<file path="src/rtl/bank_trk_pkg.sv">
package bank_trk_pkg;
  localparam logic [2:0] CMD_NOP  = 3'd0;
  localparam logic [2:0] CMD_OPEN = 3'd1;
  localparam logic [2:0] CMD_RD   = 3'd2;
  localparam logic [2:0] CMD_WR   = 3'd3;
  localparam logic [2:0] CMD_CLS  = 3'd4;
  localparam logic [2:0] CMD_LEN  = 3'd5;
endpackage

</file>
<file path="src/rtl/bank_trk_decode.sv">
module bank_trk_decode
  import bank_trk_pkg::*;
#(
  parameter int NB     = 4,
  parameter int BA_W   = 2,
  parameter int ADDR_W = 14,
  parameter int AP_BIT = 10,
  parameter int HALF_W = 3
) (
  input  logic              clk_i,
  input  logic              rst_n,
  input  logic [2:0]        cmd_i,
  input  logic [BA_W-1:0]   ba_i,
  input  logic [ADDR_W-1:0] addr_i,
  input  logic [NB-1:0]     bank_open,
  input  logic              ap_busy,
  output logic              open_ok,
  output logic              acc_ok,
  output logic              cls_one,
  output logic              cls_all,
  output logic              ap_req,
  output logic [HALF_W-1:0] half_len,
  output logic              err_o
);
  logic              tgt_open, is_open, is_acc, is_cls, is_len, illegal;
  logic [HALF_W-1:0] half_d;

  always_comb begin
    tgt_open = bank_open[ba_i];
    is_open  = (cmd_i == CMD_OPEN);
    is_acc   = (cmd_i == CMD_RD) || (cmd_i == CMD_WR);
    is_cls   = (cmd_i == CMD_CLS);
    is_len   = (cmd_i == CMD_LEN);
    illegal  = (is_open && tgt_open) || (is_acc && (!tgt_open || ap_busy));
    open_ok  = is_open && !tgt_open;
    acc_ok   = is_acc && tgt_open && !ap_busy;
    cls_all  = is_cls && addr_i[AP_BIT];
    cls_one  = is_cls && !addr_i[AP_BIT];
    ap_req   = addr_i[AP_BIT];
    half_d   = half_len;
    if (is_len) begin
      case (addr_i[2:0])
        3'd1:    half_d = HALF_W'(1);
        3'd2:    half_d = HALF_W'(2);
        3'd3:    half_d = HALF_W'(4);
        default: half_d = half_len;
      endcase
    end
  end

  always_ff @(posedge clk_i or negedge rst_n) begin
    if (!rst_n) begin
      half_len <= HALF_W'(2);
      err_o    <= 1'b0;
    end else begin
      if (is_len) half_len <= half_d;
      err_o <= illegal;
    end
  end

  a_r4_err_follows_illegal: assert property (@(posedge clk_i) disable iff (!rst_n)
    illegal |=> err_o);
  a_r6_len_onehot: assert property (@(posedge clk_i) disable iff (!rst_n)
    $countones(half_len) == 1);
endmodule

</file>
<file path="src/rtl/bank_trk_slot.sv">
module bank_trk_slot #(
  parameter int ROW_W = 14
) (
  input  logic             clk_i,
  input  logic             rst_n,
  input  logic             open_set,
  input  logic             close,
  input  logic [ROW_W-1:0] row_d,
  output logic             open_q,
  output logic [ROW_W-1:0] row_q
);
  logic open_d;

  always_comb begin
    open_d = open_q;
    if (open_set)   open_d = 1'b1;
    else if (close) open_d = 1'b0;
  end

  always_ff @(posedge clk_i or negedge rst_n) begin
    if (!rst_n) begin
      open_q <= 1'b0;
      row_q  <= '0;
    end else begin
      open_q <= open_d;
      if (open_set) row_q <= row_d;
    end
  end

  a_r2_open_loads_row: assert property (@(posedge clk_i) disable iff (!rst_n)
    open_set |=> (open_q && row_q == $past(row_d)));
  a_r8_close_idles: assert property (@(posedge clk_i) disable iff (!rst_n)
    (close && !open_set) |=> !open_q);
endmodule

</file>
<file path="src/rtl/bank_trk_burst.sv">
module bank_trk_burst #(
  parameter int HALF_W = 3,
  parameter int BA_W   = 2,
  parameter int COL_W  = 10,
  parameter int MAX_HALF = 4
) (
  input  logic              clk_i,
  input  logic              rst_n,
  input  logic              start,
  input  logic              ap_in,
  input  logic [HALF_W-1:0] half_len,
  input  logic [BA_W-1:0]   bank_in,
  input  logic [COL_W-1:0]  col_in,
  output logic              busy,
  output logic              ap_busy,
  output logic              ap_done,
  output logic [BA_W-1:0]   bank_q,
  output logic [COL_W-1:0]  col_q
);
  logic [HALF_W-1:0] cnt_q, cnt_d;
  logic              ap_q, ap_d;

  always_comb begin
    busy    = (cnt_q != '0);
    ap_busy = ap_q;
    ap_done = ap_q && (cnt_q == HALF_W'(1));
    cnt_d   = cnt_q;
    ap_d    = ap_q;
    if (start) begin
      cnt_d = half_len;
      ap_d  = ap_in;
    end else if (busy) begin
      cnt_d = cnt_q - HALF_W'(1);
      if (cnt_q == HALF_W'(1)) ap_d = 1'b0;
    end
  end

  always_ff @(posedge clk_i or negedge rst_n) begin
    if (!rst_n) begin
      cnt_q  <= '0;
      ap_q   <= 1'b0;
      bank_q <= '0;
      col_q  <= '0;
    end else begin
      cnt_q <= cnt_d;
      ap_q  <= ap_d;
      if (start) begin
        bank_q <= bank_in;
        col_q  <= col_in;
      end
    end
  end

  a_r5_count_bound: assert property (@(posedge clk_i) disable iff (!rst_n)
    cnt_q <= HALF_W'(MAX_HALF));
  a_r7_ap_ends_burst: assert property (@(posedge clk_i) disable iff (!rst_n)
    ap_done |=> !busy);
endmodule

</file>
<file path="src/rtl/bank_tracker.sv">
module bank_tracker #(
  parameter int NB       = 4,
  parameter int ROW_W    = 14,
  parameter int COL_W    = 10,
  parameter int ADDR_W   = 14,
  parameter int AP_BIT   = 10,
  parameter int MAX_BURST = 8
) (
  input  logic                clk_i,
  input  logic                rst_ni,
  input  logic [2:0]          cmd_i,
  input  logic [$clog2(NB)-1:0] ba_i,
  input  logic [ADDR_W-1:0]   addr_i,
  output logic [NB-1:0]       bank_open_o,
  output logic [NB*ROW_W-1:0] open_row_o,
  output logic                burst_busy_o,
  output logic [$clog2(NB)-1:0] burst_bank_o,
  output logic [COL_W-1:0]    burst_col_o,
  output logic                err_o
);
  localparam int BA_W     = $clog2(NB);
  localparam int MAX_HALF = MAX_BURST / 2;
  localparam int HALF_W   = $clog2(MAX_HALF + 1);

  logic [1:0]        rst_sync_q;
  logic              rst_n;
  logic              open_ok, acc_ok, cls_one, cls_all, ap_req;
  logic              ap_busy, ap_done;
  logic [HALF_W-1:0] half_len;

  always_ff @(posedge clk_i or negedge rst_ni) begin
    if (!rst_ni) rst_sync_q <= 2'b00;
    else         rst_sync_q <= {rst_sync_q[0], 1'b1};
  end
  assign rst_n = rst_sync_q[1];

  bank_trk_decode #(
    .NB(NB), .BA_W(BA_W), .ADDR_W(ADDR_W), .AP_BIT(AP_BIT), .HALF_W(HALF_W)
  ) u_decode (
    .clk_i(clk_i), .rst_n(rst_n), .cmd_i(cmd_i), .ba_i(ba_i), .addr_i(addr_i),
    .bank_open(bank_open_o), .ap_busy(ap_busy), .open_ok(open_ok),
    .acc_ok(acc_ok), .cls_one(cls_one), .cls_all(cls_all), .ap_req(ap_req),
    .half_len(half_len), .err_o(err_o)
  );

  bank_trk_burst #(
    .HALF_W(HALF_W), .BA_W(BA_W), .COL_W(COL_W), .MAX_HALF(MAX_HALF)
  ) u_burst (
    .clk_i(clk_i), .rst_n(rst_n), .start(acc_ok), .ap_in(ap_req),
    .half_len(half_len), .bank_in(ba_i), .col_in(addr_i[COL_W-1:0]),
    .busy(burst_busy_o), .ap_busy(ap_busy), .ap_done(ap_done),
    .bank_q(burst_bank_o), .col_q(burst_col_o)
  );

  for (genvar gi = 0; gi < NB; gi++) begin : g_bank
    logic sel, set_b, close_b;
    always_comb begin
      sel     = (ba_i == BA_W'(gi));
      set_b   = open_ok && sel;
      close_b = cls_all || (cls_one && sel) ||
                (ap_done && burst_bank_o == BA_W'(gi));
    end
    bank_trk_slot #(.ROW_W(ROW_W)) u_slot (
      .clk_i(clk_i), .rst_n(rst_n), .open_set(set_b), .close(close_b),
      .row_d(addr_i[ROW_W-1:0]), .open_q(bank_open_o[gi]),
      .row_q(open_row_o[gi*ROW_W +: ROW_W])
    );
  end

  a_r7_self_close: assert property (@(posedge clk_i) disable iff (!rst_n)
    ap_done |=> !bank_open_o[$past(burst_bank_o)]);
  a_r8_close_all: assert property (@(posedge clk_i) disable iff (!rst_n)
    (cmd_i == bank_trk_pkg::CMD_CLS && addr_i[AP_BIT]) |=> bank_open_o == '0);
endmodule

</file>
<file path="config.mk">
export PLATFORM = sky130hd
export DESIGN_NAME = bank_tracker
export DESIGN_NICKNAME = d
export VERILOG_FILES = /design/src/rtl/bank_trk_pkg.sv /design/src/rtl/bank_trk_decode.sv /design/src/rtl/bank_trk_slot.sv /design/src/rtl/bank_trk_burst.sv /design/src/rtl/bank_tracker.sv
export SDC_FILE = /design/constraint.sdc
export NUM_CORES = 1
export LEC_CHECK = 0
export BUFFER_PORTS_ARGS = -buffer_cell sky130_fd_sc_hd__buf_2
export CAP_MARGIN = 20
export CORE_UTILIZATION = 56
export CTS_CLUSTER_SIZE = 8
export DETAILED_ROUTE_END_ITERATION = 8
export GPL_TIMING_DRIVEN = 0
export PLACE_DENSITY = 0.87
export SYNTH_ARGS = -nofsm -noshare
export SYNTH_HDL_FRONTEND = slang
export SYNTH_SLANG_ARGS = --single-unit
</file>
<file path="constraint.sdc">
create_clock -name clk_i -period 5.3 [get_ports clk_i]
set_clock_uncertainty 0.15 [all_clocks]
set_input_delay 0.265 -clock clk_i [delete_from_list [all_inputs] [get_ports clk_i]]
set_output_delay 0.265 -clock clk_i [all_outputs]
set_load 0.01 [all_outputs]
</file>
# [After elaboration in Yosys (flattened, before gate mapping)]
# Cells that the tools add are included.
# Widths: inputs -> output; s select.
[word_totals] ff_bits=82 latchBits=0 ram_bits=0 mem_bits_ro=0 in_bits=21 out_inout_bits=74 elab_cells=94 memories=0
[classes] n_addsub=1 n_mul=0 div_mod_pow=0 n_lt_le_gt_ge=1 eq_ne=15 shift=0 n_mux=16 bitwise=0 reduce_logical=46
[op_table] operator="$logic_and 1x1->1" n=20
[op_table] operator="$eq 3x2->1 const B" n=4
[op_table] operator="$mux 1" n=12
[op_table] operator="$reduce_bool 2->1" n=6
[op_table] operator="$logic_or 1x1->1" n=11
[op_table] operator="$eq 3x1->1 const B" n=3
[op_table] operator="$pmux 3 s3" n=1
[op_table] operator="$eq 2x2->1 const B" n=4
[op_table] operator="$eq 3x3->1 const B" n=2
[op_table] operator="$mux 3" n=2
[op_table] operator="$reduce_bool 3->1" n=2
[op_table] operator="$eq 2x1->1 const B" n=2
[op_table] operator="$logic_not 2->1" n=2
[op_table] operator="$reduce_and 2->1" n=2
[op_table] operator="$logic_not 1->1" n=3
[op_table] operator="$lt 2x3->1 const B" n=1
[op_table] operator="$sub 3x1->3 const B" n=1
[op_table] operator="$bmux 1 s2" n=1

# [Logic depth before layout (Yosys ltp)]
# Gate-level depths: netlist (run 1).
[logic_depth] word_depth=7 depth_mapped=6 ltp_nobuf=5

# [Modules after synthesis]
# From an unflattened synthesis (run 1), not the netlist that was laid out.
[unflattened] hier_cells=228 area_unflattened_um2=3558.4
[modules_own_cells] mod="bank_trk_slot" instances=4 cells_per_inst=33 area_per_inst_um2=610.6
[modules_own_cells] mod="bank_trk_burst" instances=1 cells_per_inst=53 area_per_inst_um2=713.2
[modules_own_cells] mod="bank_trk_decode" instances=1 cells_per_inst=22 area_per_inst_um2=241.5
[modules_own_cells] mod="bank_tracker" instances=1 cells_per_inst=21 area_per_inst_um2=161.4

# [Worst setup path after synthesis (run 1)]
# Ideal clock, no wire load.
[synth_timing] kind="input to register" from="input cmd_i[2]" to="register g_bank[1].u_slot.row_q[0]" arrival_ns=1.666 t_required_ns=5.025 path_slack_ns=3.358 stages=5 path_buffers=2 path_cell_list="or3b_4 -> or4_4 -> buf_6 -> buf_12 -> mux2_4"
[synth_between] elab_chain_len=3
[synth_rtl] element="from (decl)" line_no="bank_tracker.sv:11" source="input logic [2:0] cmd_i,"
[synth_rtl] element="$eq 3x1->1" line_no="bank_trk_decode.sv:30" source="is_open = (cmd_i == CMD_OPEN);"
[synth_rtl] element="$logic_and 1x1->1" line_no="bank_trk_decode.sv:35" source="open_ok = is_open && !tgt_open;"
[synth_rtl] element="$logic_and 1x1->1" line_no="bank_tracker.sv:59" source="set_b = open_ok && sel;"
[synth_rtl] element="to (signal assigned)" line_no="bank_trk_slot.sv:26" source="if (open_set) row_q <= row_d;"
[synth_rtl] element="to (decl)" line_no="bank_trk_slot.sv:10" source="output logic [ROW_W-1:0] row_q"
# Every way passes these cells.
# A chain may end at the register's enable or synchronous reset.

# [Worst setup path in the final report (run 1)]
[layout_timing] from="register g_bank[2].u_slot.open_q" to="register u_burst.bank_q[1]"
[layout_between] elab_chain_len=4
[layout_rtl] element="from (decl)" line_no="bank_trk_slot.sv:9" source="output logic open_q,"
[layout_rtl] element="from (signal assigned)" line_no="bank_trk_slot.sv:25" source="open_q <= open_d;"
[layout_rtl] element="$bmux 1 s2" line_no="bank_trk_decode.sv:29" source="tgt_open = bank_open[ba_i];"
[layout_rtl] element="$mux 1 (not written as such)" line_no="bank_trk_decode.sv:29"
[layout_rtl] element="$logic_and 1x1->1 (2 in series)" line_no="bank_trk_decode.sv:36" source="acc_ok = is_acc && tgt_open && !ap_busy;"
[layout_rtl] element="to (signal assigned)" line_no="bank_trk_burst.sv:48" source="bank_q <= bank_in;"
[layout_rtl] element="to (decl)" line_no="bank_trk_burst.sv:17" source="output logic [BA_W-1:0] bank_q,"
# Every way passes these cells. The select of a mux whose other input is x is not followed.

==> out/qor.csv, run 1 <==
metric,value,unit
status,"finished, violations left",
violations,negative hold slack,
diodes,0,
synth.distinct_cells,40,
grt_overflow,0,
postCtsResizedCells,0,
p_leak,2.161,nW
drv_cap,0,
grt_pass1_wl,11410,um
io_buffers,92,
synthXorXnorAreaFrac,0.002527,
hold_class,flip-flop to async pin,
start_util,0.5819,
p_per_area,493.9,nW/um2
synthMuxAreaShare,0.2643,
path_cells,"mux4_2, nand2_1, buf_2, mux2_2",
drtIter0Drc,124,
core-area,5956,um2
r2r-end,u_burst.bank_q[1],
nNetsFinal,357,
drc_errors,0,
hold_ws,-1.915,ps
numCtsBuffers,9,
die_w,80.67,um
rr_startpoint,g_bank[2].u_slot.open_q,
post-cts-setup-buffer-count,0,
final-max-slew-violation-count,0,
wl_per_cell,17.74,um
critical_path_required,5390,ps
cts.sinks,82,
seq_area_frac_synth,0.5924,
clk_pin_slew,90,ps
path_max_fanout,10,
tns,0,ps
worstSetupEndpointType,flip-flop,
crit_end,u_burst.bank_q[1],
final_layout_size_suffix_gt1_frac,0.5976,
first_pass_iters,4,
ant_nets,0,
setup_viol,0,
gp_congestion,0.8598,
synthSimpleGateAreaFrac,0.06426,
area_growth,23.97,%
ys_ff_latch,82,
postSynthCellCount,227,
async_flop_share,1.000,
final_cell_mix,"95 x buf_2, 80 x dfrtp_1, 62 x mux2_2, 9 x mux2_4, 9 x clkbuf_8",
final_cell_count_no_fill,413,
synth_compound_area_frac,0.02527,
reg2reg_depth,4,
die-area,6508,um2
tightest_slew,725.3,ps
synthFlopType,dfrtp_1,
synth_edf_count,0,
cp-start-kind,flip-flop,
final_core_util,0.7214,
cts_tree,built,
cp-startpoint,g_bank[2].u_slot.open_q,
clock.fmax,446.4,MHz
critical_path_class,flip-flop to flip-flop,
ctsLongestPathBuffers,2,
drt_wl_total,7326,um
critical-path-max-stage-delay,550,ps
hold_viol,1,
rows,28,
hpwl,5098,um
insertion_delay,360,ps
fin_crit_sh,0.4227,
synth.avg_cell_area,15.27,um2
ios,95,
period_minus_slack,2240,ps
yosys_warnings,0,
synth_top_family_by_area,multiplexers,
vdd_ir_drop_max,323.0,uV
layout_commonest_cell,buf_2,
avgViaCountPerCell,5.370,
synth-adder-area-share,0.01083,
root_buffer,clkbuf_8,
slowest_stage,mux4_2,
grt_max_degree,74,
rrSetupSlack,3060,ps
synth_area,3466,um2
grt_pass1_vias,2231,
synth_nets,251,
grt_setup_unrepaired,no,
vias,2218,
antenna_found_initial,0,
relSlewSlack,0.5165,
chipHeight,80.67,um
cp.arrival,2330,ps
grt_usage,0.2446,
holdBufCountCts,2,
dp_cells,395,
htreeDepth,3,
report_power, final:
part           leakage [nW]  total, mW  switching (mW)  internal (mW)
Sequential             1.01      0.955           0.124          0.831
Clock                 0.112      0.504           0.234          0.270
Combinational          1.04      0.663           0.308          0.355
sequential cells by signal, indices dropped and copies added (netlist names):
signal	cells
g_bank.u_slot.row_q	56
u_burst.col_q	10
g_bank.u_slot.open_q	4
u_burst.cnt_q	3
u_decode.half_len	3
rst_sync_q	2
u_burst.bank_q	2
u_burst.ap_busy	1
u_decode.err_o	1
critical path: cells and delay by family, from the launching register on:
family                 cells  cell delay, ps
flip-flops                 1             470
multiplexers               2             930
buffers and inverters      1             340
AND/OR/NAND/NOR            1             240
cells in the mapped netlist (3+ instances only):
library cell	n	share of area
buf_2	3	0.0043
buf_4	6	0.013
dfrtp_1	81	0.58
ha_1	3	0.011
inv_1	8	0.0087
mux2_2	62	0.20
mux2_4	9	0.039
mux2i_1	6	0.017
nand2_1	5	0.0054
nor2_1	5	0.0054
nor3b_1	4	0.0087
per-stage QoR:
step | hold slack, ps | instance area, um2 | worst slack (ps) | total power [mW]
2_1_floorplan | -180.6 | 3466 | 2699 | 1.344
4_1_cts | 1.946 | 4297 | 3040 | 2.133
3_5_place_dp | -97.44 | 4051 | 2931 | 1.628
3_3_place_gp | -100.2 | 4020 | 1935 | 1.588
5_1_grt | 16.95 | 4297 | 2988 | 2.240
6_report | -1.915 | 4297 | 3060 | 2.122
how the worst min path moves through the flow:
stage	startpoint	end	depth (start not counted)
2_1_floorplan	rst_ni	rst_sync_q[0]	0
3_3_place_gp	rst_ni	rst_sync_q[0]	1
3_5_place_dp	rst_ni	rst_sync_q[0]	1
4_1_cts	rst_sync_q[1]	g_bank[3].u_slot.row_q[4]	0
5_1_grt	rst_sync_q[1]	g_bank[3].u_slot.row_q[4]	0
6_report	rst_sync_q[1]	g_bank[3].u_slot.row_q[4]	0
cells by family after synthesis:
logic type / Yosys count
adders and majority gates: 3
other: 1
buffers and inverters: 21
and+or+nand+nor: 30
AOI/OAI and AO/OA: 11
xor gates and xnor gates: 1
muxes: 78
DFF: 82
final cells by class:
class,instances,area [um2]
Clock inverter,7,101.3
Timing Repair Buffer,95,508.0
Sequential cell,82,2057
Multi-Input combinational cell,124,1276
Clock buffer,9,123.9
Buffer,13,106.4
Fill cell,420,1659
Tap cell,75,93.84
Inverter,8,30.03
routing by layer:
metal | global-route usage | vias to the layer above | part of all wire
met2 | 0.4008 | 66 | 0.51
met4 | 0.1161 | 0 | 0.022
met5 | 0 | - | 0
li1 | - | 1013 | -
met3 | 0.04659 | 13 | 0.043
met1 | 0.3119 | 1126 | 0.43
Power figures use the tool's default switching activity.
==> inputs of run 2 (changes only) <==
- CORE_UTILIZATION: 56 -> 47
- PLACE_DENSITY: 0.87 -> 0.78
- clock period: 5.3 -> 1.98 ns (I/O delays scaled with it)
==> run 2 against run 1 <==
Effect of this change: the run now ends clean; critical path depth did not move; clock-buffer cell count rose by 2; sequential power rose to 2.7 times the previous value; design area rose by 4.8%; final cell count rose by 9.7%; via count rose by 3.0%; hold slack improved by 36 ps; global-route usage fell by 3.0 points; fmax rose by 16%; critical path type unchanged; largest cell class unchanged.
==> out/qor.csv, run 2 (synthesized netlist as in run 1, its figures left out) <==
metric,value,unit,change
status,"finished, final reports clean",,
pwr-share-seq,0.462,,+0.012
p_leak,2.253,nW,+4.3%
ctsLongestPathBuffers,2,,unchanged
final_core_util,0.6485,,-0.07296
relSlewSlack,0.5150,,-0.001441
switchingPower,1.725,mW,+160%
largest_register,g_bank.u_slot.row_q,,
start_util,0.4991,,-0.08283
avgViaCountPerCell,5.044,,-6.1%
p_per_area,1231,nW/um2,+150%
largest_register_ff_count,56,,unchanged
fin_area,4503,um2,+4.8%
diodes,0,,unchanged
clock.fmax,517.0,MHz,+16%
antenna_found_initial,0,,unchanged
critPathTopFamily,multiplexers,,
rows,30,,+7.1%
drt_wl_total,7590,um,+3.6%
path_cells,"mux4_2, nand2_4, buf_8, mux2_2",,
htreeDepth,3,,unchanged
ios,95,,unchanged
pre_cts_ws,-259.8,ps,-3191 ps
tightest_slew,720.8,ps,-4.485 ps
switching_share,0.3112,,-0.002780
hpwl,5242,um,+2.8%
cts.sinks,82,,unchanged
numCtsBuffers,9,,unchanged
insertion_delay,340,ps,-20 ps
drc_errors,0,,unchanged
path_max_fanout,10,,unchanged
period_minus_slack,1934,ps,-305.9 ps
final_cell_mix,"94 x buf_2, 79 x dfrtp_1, 62 x mux2_2, 19 x dlygate4sd3_1, 10 x clkbuf_8",,
wl_met2,3997,um,+7.6%
grt_setup_unrepaired,no,,
nFillCells,543,,+29%
grt_usage,0.2143,,-0.03029
seq_area,2058,um2,about the same
core-area,6944,um2,+17%
layout_setup_ws,45.70,ps,-3014 ps
cp.arrival,2010,ps,-320 ps
vdd_ir_drop_max,763.9,uV,+140%
drt-met1-wl,3255,um,+3.8%
cp_num_buf_inv,1,,unchanged
critical_path_required,2050,ps,-3340 ps
chipHeight,87.87,um,+8.9%
worstSetupEndpointType,flip-flop,,
pwr-share-clk,0.215,,-0.023
p_int,3.817,mW,+160%
grt_pass1_vias,2409,,+8.0%
grt_overflow,0,,unchanged
top_regs,"g_bank.u_slot.row_q (56), u_burst.col_q (10), g_bank.u_slot.open_q (4)",,
vias,2285,,+3.0%
combPwrFrac,0.323,,+0.011
hold_viol,0,,-1
ant_nets,0,,unchanged
cp-start-kind,flip-flop,,
die_w,87.87,um,+8.9%
setup_viol,0,,unchanged
area_growth,29.93,%,
totalPowerFinal,5.541,mW,+160%
final_layout_size_suffix_gt1_frac,0.5798,,-0.01780
fin_crit_sh,0.9769,,+0.5542
critical_path_class,flip-flop to flip-flop,,
final-max-slew-violation-count,0,,unchanged
drv_cap,0,,unchanged
layout_commonest_cell,buf_2,,
tns,0,ps,unchanged
top_layer_used,met4,,
multi_input_comb_area,1289,um2,+0.98%
root_buffer,clkbuf_8,,
place_area,4078,um2,+0.65%
nNetsFinal,376,,+5.3%
clk_pin_slew,80,ps,about the same
first_pass_iters,4,,unchanged
cts_tree,built,,
hold_class,input port to flip-flop,,
met3_length,209,um,-34%
drtIter0Drc,110,,-11%
grt_pass1_wl,12130,um,+6.3%
grt_max_degree,56,,-24%
io_buffers,92,,unchanged
slowest_stage,mux4_2,,
die-area,7721,um2,+19%
wl_per_cell,16.75,um,-5.5%
gp_congestion,0.7564,,-12%
critical-path-max-stage-delay,560,ps,about the same
==> run 2: cell count changes in the layout (fill, tap and decap cells not counted), sizes merged <==
cell,delta
clkinv,+2
inv,-2
dlygate4sd3,+17
clkbuf,+2
buf,+2
bufinv,-1
clkinvlp,-1
==> run 2: routing by layer <==
layer,vias up,GRT usage
met1,1174,0.2726
li1,1053,-
met3,12,0.04241
met5,-,0
met2,46,0.3601
met4,0,0.08793
==> run 2: path summary, 6_finish.rpt <==
kind	from	to	slack, ps	cells after the start
min in group asynchronous	rst_sync_q[1]	g_bank[2].u_slot.row_q[11]	90	0
max reg2reg	g_bank[2].u_slot.open_q	u_burst.col_q[6]	50	4
max in group asynchronous	rst_sync_q[1]	u_decode.half_len[1]	950	1
min	cmd_i[1]	u_decode.half_len[0]	30	3
min reg2reg	rst_sync_q[1]	g_bank[2].u_slot.row_q[11]	90	0
max	g_bank[2].u_slot.open_q	u_burst.col_q[6]	50	4
==> run 2: metrics by stage <==
stage | hold WS, ps | cells
after global placement | -264.9 | 415
after global routing | 17.11 | 453
final | 34.13 | 453
after CTS | 10.79 | 451
after floorplan | -346.6 | 227
after detailed placement | -256.2 | 416
==> run 2: layout make-up <==
cell class / count / area share
Sequential cell: 82 / 0.4571
Multi-Input combinational cell: 124 / 0.2862
Timing Repair Buffer: 114 / 0.1539
Clock buffer: 11 / 0.03140
Tap cell: 96 / 0.02667
Buffer: 13 / 0.02612
Clock inverter: 5 / 0.01195
Inverter: 8 / 0.006669
==> run 2: power by group through the flow <==
stage               registers [mW]  clock network (mW)  logic, mW
floorplan                     2.79                   0      0.808
global placement              2.57                   0       1.69
detailed placement            2.59                   0       1.77
CTS                           2.56                1.21       1.82
global route                  2.64                1.29       1.95
finish                        2.56                1.19       1.79
==> run 2: worst register-to-register path: stages (launching register included) <==
cell,delay [ps]
dfrtp_1,450
mux4_2,560
nand2_4,150
buf_8,170
mux2_2,350
==> run 2: what timing repair did <==
action,CTS,global route
pin swaps,1,1
cloned,0,0
buffers inserted,0,2
hold buffers,19,0
endpoints found under the setup margin,28,17
gates resized for setup,5,3
hold endpoints to repair,69,0
